===== src/rtl/sgdma_pkg.sv =====
package sgdma_pkg;

    typedef enum logic [1:0] {
        ST_IDLE,
        ST_FETCH,
        ST_DATA,
        ST_GAP
    } sg_state_e;

    localparam logic [1:0] LAST_WORD_IDX = 2'd2;

    function automatic logic link_is_last(input logic [31:0] w);
        return w[0];
    endfunction

    function automatic logic link_dir(input logic [31:0] w);
        return w[1];
    endfunction

    function automatic logic [31:0] word_align(input logic [31:0] w);
        return {w[31:2], 2'b00};
    endfunction

endpackage


===== src/rtl/sgdma_tenure.sv =====
module sgdma_tenure #(
    parameter int TENURE_MAX = 1024
) (
    input  logic clk,
    input  logic rst,
    input  logic req,
    input  logic gnt,
    output logic hit
);
    localparam int CW = $clog2(TENURE_MAX + 1);

    logic [CW-1:0] cnt;

    always_ff @(posedge clk) begin
        if (rst || !req) begin
            cnt <= '0;
        end else if (gnt) begin
            cnt <= cnt + 1'b1;
        end
    end

    assign hit = req && gnt && (cnt == CW'(TENURE_MAX - 1));
endmodule


===== src/rtl/sgdma_status.sv =====
module sgdma_status (
    input  logic       clk,
    input  logic       rst,
    input  logic       set_done,
    input  logic       set_err,
    input  logic [1:0] clr,
    output logic       done_flag,
    output logic       err_flag
);
    always_ff @(posedge clk) begin
        if (rst) begin
            done_flag <= 1'b0;
            err_flag  <= 1'b0;
        end else begin
            if (set_done)    done_flag <= 1'b1;
            else if (clr[0]) done_flag <= 1'b0;
            if (set_err)     err_flag  <= 1'b1;
            else if (clr[1]) err_flag  <= 1'b0;
        end
    end
endmodule


===== src/rtl/sgdma_ctrl.sv =====
module sgdma_ctrl
    import sgdma_pkg::*;
#(
    parameter int LEN_W = 16
) (
    input  logic        clk,
    input  logic        rst,
    input  logic        start_wr,
    input  logic [31:0] start_addr,
    input  logic        chan_dir,
    input  logic        bus_gnt,
    input  logic [31:0] mem_rdata,
    input  logic        abort_any,
    input  logic        src_aempty,
    input  logic        dst_afull,
    input  logic        tenure_hit,
    output logic        bus_req,
    output logic        mem_beat,
    output logic        mem_we,
    output logic [31:0] mem_addr,
    output logic        data_xfer,
    output logic        ev_done,
    output logic        ev_err,
    output logic        busy
);
    sg_state_e        state;
    logic [1:0]       idx;
    logic [31:0]      desc_ptr;
    logic [31:0]      buf_addr;
    logic [LEN_W-1:0] remain;
    logic             last_q;
    logic             to_fetch;

    logic fifo_stop;
    logic abort_hit;
    logic fetch_end;
    logic dir_bad;
    logic data_end;

    assign fifo_stop = chan_dir ? dst_afull : src_aempty;
    assign bus_req   = (state == ST_FETCH) || (state == ST_DATA);
    assign busy      = (state != ST_IDLE);
    assign mem_beat  = bus_gnt && ((state == ST_FETCH) ||
                                   ((state == ST_DATA) && !fifo_stop));
    assign mem_we    = (state == ST_DATA) && !chan_dir;
    assign mem_addr  = (state == ST_FETCH) ? (desc_ptr + {28'd0, idx, 2'b00})
                                           : buf_addr;
    assign abort_hit = mem_beat && abort_any;
    assign data_xfer = mem_beat && (state == ST_DATA) && !abort_any;
    assign fetch_end = mem_beat && !abort_any && (state == ST_FETCH) &&
                       (idx == LAST_WORD_IDX);
    assign dir_bad   = link_dir(mem_rdata) != chan_dir;
    assign data_end  = data_xfer && (remain == LEN_W'(1));

    assign ev_err  = abort_hit || (fetch_end && dir_bad);
    assign ev_done = (fetch_end && !dir_bad && (remain == '0) &&
                      link_is_last(mem_rdata)) ||
                     (data_end && last_q);

    always_ff @(posedge clk) begin
        if (rst) begin
            state    <= ST_IDLE;
            idx      <= '0;
            desc_ptr <= '0;
            buf_addr <= '0;
            remain   <= '0;
            last_q   <= 1'b0;
            to_fetch <= 1'b0;
        end else begin
            unique case (state)
                ST_IDLE: begin
                    if (start_wr) begin
                        desc_ptr <= word_align(start_addr);
                        idx      <= '0;
                        state    <= ST_FETCH;
                    end
                end
                ST_FETCH: begin
                    if (abort_hit) begin
                        state <= ST_IDLE;
                    end else if (mem_beat) begin
                        idx <= idx + 1'b1;
                        if (idx == 2'd0) buf_addr <= word_align(mem_rdata);
                        if (idx == 2'd1) remain   <= mem_rdata[LEN_W-1:0];
                        if (fetch_end) begin
                            last_q   <= link_is_last(mem_rdata);
                            desc_ptr <= word_align(mem_rdata);
                            idx      <= '0;
                            if (dir_bad) begin
                                state <= ST_IDLE;
                            end else if (remain == '0) begin
                                to_fetch <= 1'b1;
                                state    <= link_is_last(mem_rdata) ? ST_IDLE : ST_GAP;
                            end else begin
                                to_fetch <= 1'b0;
                                state    <= ST_GAP;
                            end
                        end
                    end
                end
                ST_DATA: begin
                    if (abort_hit) begin
                        state <= ST_IDLE;
                    end else if (data_xfer) begin
                        buf_addr <= buf_addr + 32'd4;
                        remain   <= remain - 1'b1;
                        if (data_end) begin
                            to_fetch <= 1'b1;
                            state    <= last_q ? ST_IDLE : ST_GAP;
                        end else if (tenure_hit) begin
                            state <= ST_GAP;
                        end
                    end else if (fifo_stop) begin
                        state <= ST_GAP;
                    end
                end
                ST_GAP: begin
                    if (to_fetch)        state <= ST_FETCH;
                    else if (!fifo_stop) state <= ST_DATA;
                end
                default: state <= ST_IDLE;
            endcase
        end
    end
endmodule


===== src/rtl/sgdma_engine.sv =====
module sgdma_engine #(
    parameter int LEN_W      = 16,
    parameter int TENURE_MAX = 1024
) (
    input  logic        clk,
    input  logic        rst,
    input  logic        start_wr,
    input  logic [31:0] start_addr,
    input  logic        chan_dir,
    input  logic [1:0]  stat_clr,
    output logic        busy,
    output logic        done_flag,
    output logic        err_flag,
    output logic        bus_req,
    input  logic        bus_gnt,
    output logic [31:0] mem_addr,
    output logic        mem_beat,
    output logic        mem_we,
    output logic [31:0] mem_wdata,
    input  logic [31:0] mem_rdata,
    input  logic        abort_tgt,
    input  logic        abort_mst,
    output logic        src_rd_en,
    input  logic [31:0] src_rd_data,
    input  logic        src_aempty,
    output logic        dst_wr_en,
    output logic [31:0] dst_wr_data,
    input  logic        dst_afull
);
    logic tenure_hit;
    logic data_xfer;
    logic ev_done;
    logic ev_err;

    sgdma_ctrl #(.LEN_W(LEN_W)) u_ctrl (
        .clk        (clk),
        .rst        (rst),
        .start_wr   (start_wr),
        .start_addr (start_addr),
        .chan_dir   (chan_dir),
        .bus_gnt    (bus_gnt),
        .mem_rdata  (mem_rdata),
        .abort_any  (abort_tgt || abort_mst),
        .src_aempty (src_aempty),
        .dst_afull  (dst_afull),
        .tenure_hit (tenure_hit),
        .bus_req    (bus_req),
        .mem_beat   (mem_beat),
        .mem_we     (mem_we),
        .mem_addr   (mem_addr),
        .data_xfer  (data_xfer),
        .ev_done    (ev_done),
        .ev_err     (ev_err),
        .busy       (busy)
    );

    sgdma_tenure #(.TENURE_MAX(TENURE_MAX)) u_tenure (
        .clk (clk),
        .rst (rst),
        .req (bus_req),
        .gnt (bus_gnt),
        .hit (tenure_hit)
    );

    sgdma_status u_status (
        .clk       (clk),
        .rst       (rst),
        .set_done  (ev_done),
        .set_err   (ev_err),
        .clr       (stat_clr),
        .done_flag (done_flag),
        .err_flag  (err_flag)
    );

    assign mem_wdata   = src_rd_data;
    assign dst_wr_data = mem_rdata;
    assign src_rd_en   = data_xfer && !chan_dir;
    assign dst_wr_en   = data_xfer && chan_dir;
endmodule


===== config.mk =====
export PLATFORM = sky130hd
export DESIGN_NAME = sgdma_engine
export DESIGN_NICKNAME = d
export VERILOG_FILES = /design/src/rtl/sgdma_pkg.sv /design/src/rtl/sgdma_tenure.sv /design/src/rtl/sgdma_status.sv /design/src/rtl/sgdma_ctrl.sv /design/src/rtl/sgdma_engine.sv
export SDC_FILE = /design/constraint.sdc
export NUM_CORES = 1
export LEC_CHECK = 0
export BUFFER_PORTS_ARGS = -buffer_cell sky130_fd_sc_hd__buf_2
export CORE_MARGIN = 2
export CORE_UTILIZATION = 40
export CTS_CLUSTER_DIAMETER = 100
export DETAILED_ROUTE_END_ITERATION = 8
export GPL_TIMING_DRIVEN = 0
export SLEW_MARGIN = 15
export SYNTH_ARGS = -nofsm -noshare
export SYNTH_HDL_FRONTEND = slang
export SYNTH_SLANG_ARGS = --single-unit

===== constraint.sdc =====
create_clock -name clk -period 7.6 [get_ports clk]
set_clock_uncertainty 0.1 [all_clocks]
set_input_delay 1.14 -clock clk [delete_from_list [all_inputs] [get_ports clk]]
set_output_delay 1.14 -clock clk [all_outputs]
set_load 0.05 [all_outputs]

==> out/qor.csv <==
stage,metric,value,unit
outcome,run status,completed,
sta,RSZ-0062 raised after global routing,false,
pwr,combinational share of power,43.1,%
synth,Synth Area in Adders,2.262,%
routing,Antenna Nets Post-Route,0,
global_route,vias in the first global route,6768,
synth,Post-synth EDFFs,0,
sta,fmax,214.1,MHz
sta,final setup fails,0,
synth,Synth Flop Type,dfxtp_1,
layout,share of layout cells above drive strength 1,26.45,%
layout,post-route cell area,8449,sq um
synth,compound-cell area share of the yosys netlist,25.53,%
floorplan,Starting Density,40.57,%
synth,post-synthesis sequential area ratio,27.29,%
clocking,CTS buffer count,9,
synth,post-synthesis cell area,6969,sq um
routing,final WL,25240,um
flow_run,# Max-Cap Violations,0,
clocking,post-CTS sizing,0,
routing,Initial DRT Pass Iterations,5,
global_route,largest net degree at the start of global routing,17,
layout,Reg area,1902,sq um
placed_design,Port Buffer Count,173,
setup_path,Crit Path Class,flip-flop to output port,
routing,DRC violations left,0,
synth,largest family of logic cells by synthesized area,compound AO/OA/AOI/OAI gates,
layout,"Area growth, synth to finish",21.24,%
setup_path,CP max-delay cell,clkinv_1,
setup_path,Worst Path Required,6.36,ns
min_path,hold path depth,2,
synth,Ys Warns,0,
global_route,initial antenna violation count,0,
floorplan,Die Wd,136.0,um
synth,post-synth top area cell,dfxtp_1,
setup_path,flop2flop setup slack,4.31,ns
sta,Worst Tran Pin Value,1.116,ns
pwr,Pleak,3.340,nW
layout,# fillers,1788,
synth,Synth Area in XOR/XNOR,4.776,%
clocking,Setup Buffers After CTS,0,
floorplan,Chip Height,136.0,um
routing,vias per inst,5.808,
synth,"count leader, synth",nor2_1,
global_route,gr ovfl total,0,
layout,# diodes,0,
sta,Final Hold Vio Count,0,
sta,period utilisation layout,61.47,%
routing,vias,7632,
pwr,cell internal pwr,1.144,mW
synth,Post-synth top cells,"98 x nor2_1, 95 x dfxtp_1, 66 x buf_4",
pwr,Sw Pwr,0.9448,mW
pwr,Net Sw Frac,45.24,%
clocking,clk_lat worst skew,0.36,ns
setup_path,CP max stage delay,0.48,ns
floorplan,Die ar.,18490,sq um
setup_path,Worst Path Max Fanout,10,
routing,WL/cell,19.21,um
clocking,Clock Root Buffer,clkbuf_16,
clocking,"Reg clk slew, reported paths",0.08,ns
synth,Mean Syn Cell Area,7.752,sq um
clocking,H-tree Lvls,3,
global_route,GRT Total Usage,26.70,%
routing,Iteration-0 DRC Markers,727,
placed_design,Post-DP HPWL,18690,um
synth,Synth top area share,27.29,%
global_route,first-pass GRT wire length,37800,um
synth,post-synthesis cell type count,78,
synth,simple-gate share of the synthesized area,22.21,%
sta,pins over their slew limit,0,
setup_path,critical path arrival,3.43,ns
sta,setup_tns,0,ns
pwr,Clock power frac,25.1,%
synth,"flops & latches, synth",95,
floorplan,num rows,48,
pwr,Seq pwr share,31.7,%
setup_path,CP Cell Sequence,inv_1 -> ha_1 -> clkbuf_1 -> clkinv_1 -> clkbuf_1 -> clkbuf_1 -> nor4_1 -> buf_2,
pwr,VDD IR-drop max,131.8,uV
min_path,Hold Crit Class,flip-flop to flip-flop,
setup_path,Worst R2R Path Depth,9,
floorplan,Core Area,17180,sq um
synth,post-synthesis mux area share,5.350,%
sta,min Tclk post-route,4.671,ns
sta,Max-slew headroom,25.02,%
synth,asr flop ratio synth,0,%
clocking,CTS Hold Buffers Added,0,
pwr,PD cells,247.2,nW/um^2
placed_design,routability cong.,0.9699,
layout,multi-input logic area,4198,sq um
setup_path,Crit path top cell by count,clkbuf_1,
placed_design,placed cell area,8120,sq um
setup_path,endpoint class of the critical path,output port,
setup_path,Critical Path Start Type,flip-flop,
synth,"top cells by area, synth","dfxtp_1 27%, buf_4 7.1%, nor2_1 5.3%",
layout,final net count,1203,
floorplan,Ports,211,
synth,Post-Synthesis Cells,899,
clocking,Bufs on Longest Clock Path,2,
clocking,CTS tree,built,
clocking,clock tree sinks,95,
[power groups by stage]
| stage | clock, mW | combinational (mW) | sequential, mW |
|---|---|---|---|
| 6_report | 0.525 | 0.901 | 0.663 |
| 5_1_grt | 0.547 | 0.965 | 0.675 |
| 4_1_cts | 0.526 | 0.896 | 0.661 |
| 3_5_place_dp | 0 | 0.893 | 0.672 |
| 3_3_place_gp | 0 | 0.889 | 0.670 |
| 2_1_floorplan | 0 | 0.672 | 0.648 |
[area by class of cell]
type | count | share of cell area (%)
multi-input combinational | 644 | 49.68
buffer | 130 | 8.959
tap | 225 | 3.332
clock inverter | 6 | 1.066
clock buffer | 10 | 2.828
inverter | 31 | 1.377
timing repair buffer | 173 | 10.25
sequential | 95 | 22.51
[routing by layer]
layer / global-route usage, % / vias to the layer above / share of wire, %
met4: 11.57 / 0 / 3.6
li1: - / 3646 / -
met1: 34.95 / 3578 / 43
met2: 43.69 / 354 / 46
met3: 3.952 / 54 / 7.8
met5: 0 / - / 0
[kinds of logic after synthesis]
kind of cell	after synthesis
other	1
buffers and inverters	161
DFF	95
and+or+nand+nor	298
xor gates and xnor gates	38
adders and majority gates	12
AOI/OAI and AO/OA	257
muxes	37
[path summary, 6_finish.rpt]
check	from	to
setup / recovery	u_ctrl.state[0]$_SDFFE_PP0P_	src_rd_en
hold / removal	u_ctrl.remain[11]$_SDFFE_PP0P_	u_ctrl.remain[11]$_SDFFE_PP0P_
setup reg to reg	u_ctrl.state[0]$_SDFFE_PP0P_	u_ctrl.buf_addr[4]$_SDFFE_PP0P_
hold reg to reg	u_ctrl.remain[11]$_SDFFE_PP0P_	u_ctrl.remain[11]$_SDFFE_PP0P_
[layout by cell type (no fill, tap or decap), types with 11 or more instances in the layout]
cell / netlist / final
buf_2: 10 / 183
inv_1: 30 / 30
nand4_1: 20 / 20
o21ai_0: 23 / 23
dfxtp_1: 95 / 95
ha_1: 11 / 11
nor2b_1: 13 / 13
clkbuf_1: 46 / 46
nor3_1: 19 / 19
nor2_1: 98 / 98
xor2_1: 15 / 15
nand2_1: 47 / 47
nand3_1: 33 / 33
a21oi_1: 58 / 58
o31ai_1: 18 / 18
a211oi_1: 45 / 45
mux2i_1: 35 / 35
buf_4: 66 / 66
xnor2_1: 23 / 23
a31oi_1: 29 / 29
and3_1: 11 / 11
[worst max-delay path: cells and delay by family (launching register included)]
kind,cells,cell delay (ns)
DFF,1,0.33
buffers and inverters,6,2.18
and+or+nand+nor,1,0.34
adders and majority gates,1,0.19
[flip-flops by register name (all words and copies together), names as in the netlist]
name	cells
u_ctrl.to_fetch	1
u_ctrl.last_q	1
u_ctrl.remain	16
u_ctrl.desc_ptr	30
u_status.err_flag	1
u_ctrl.buf_addr	30
u_ctrl.state	2
u_ctrl.idx	2
u_tenure.cnt	11
u_status.done_flag	1
[per-stage QoR]
| stage | setup slack [ns] | std cells | hold slack, ns | util (%) | power [mW] |
|---|---|---|---|---|---|
| 2_1_floorplan | 3.069 | 900 | 0.3480 | - | 1.319 |
| 3_3_place_gp | 3.377 | 1298 | 0.3597 | 47.28 | 1.560 |
| 3_5_place_dp | 3.397 | 1298 | 0.3631 | 47.28 | 1.565 |
| 4_1_cts | 2.960 | 1314 | 0.3733 | 49.19 | 2.082 |
| 5_1_grt | 2.793 | 1314 | 0.4009 | 49.19 | 2.187 |
| 6_report | 2.929 | 1314 | 0.3823 | 49.19 | 2.088 |
Note: power is estimated with default switching activity, not from simulation.
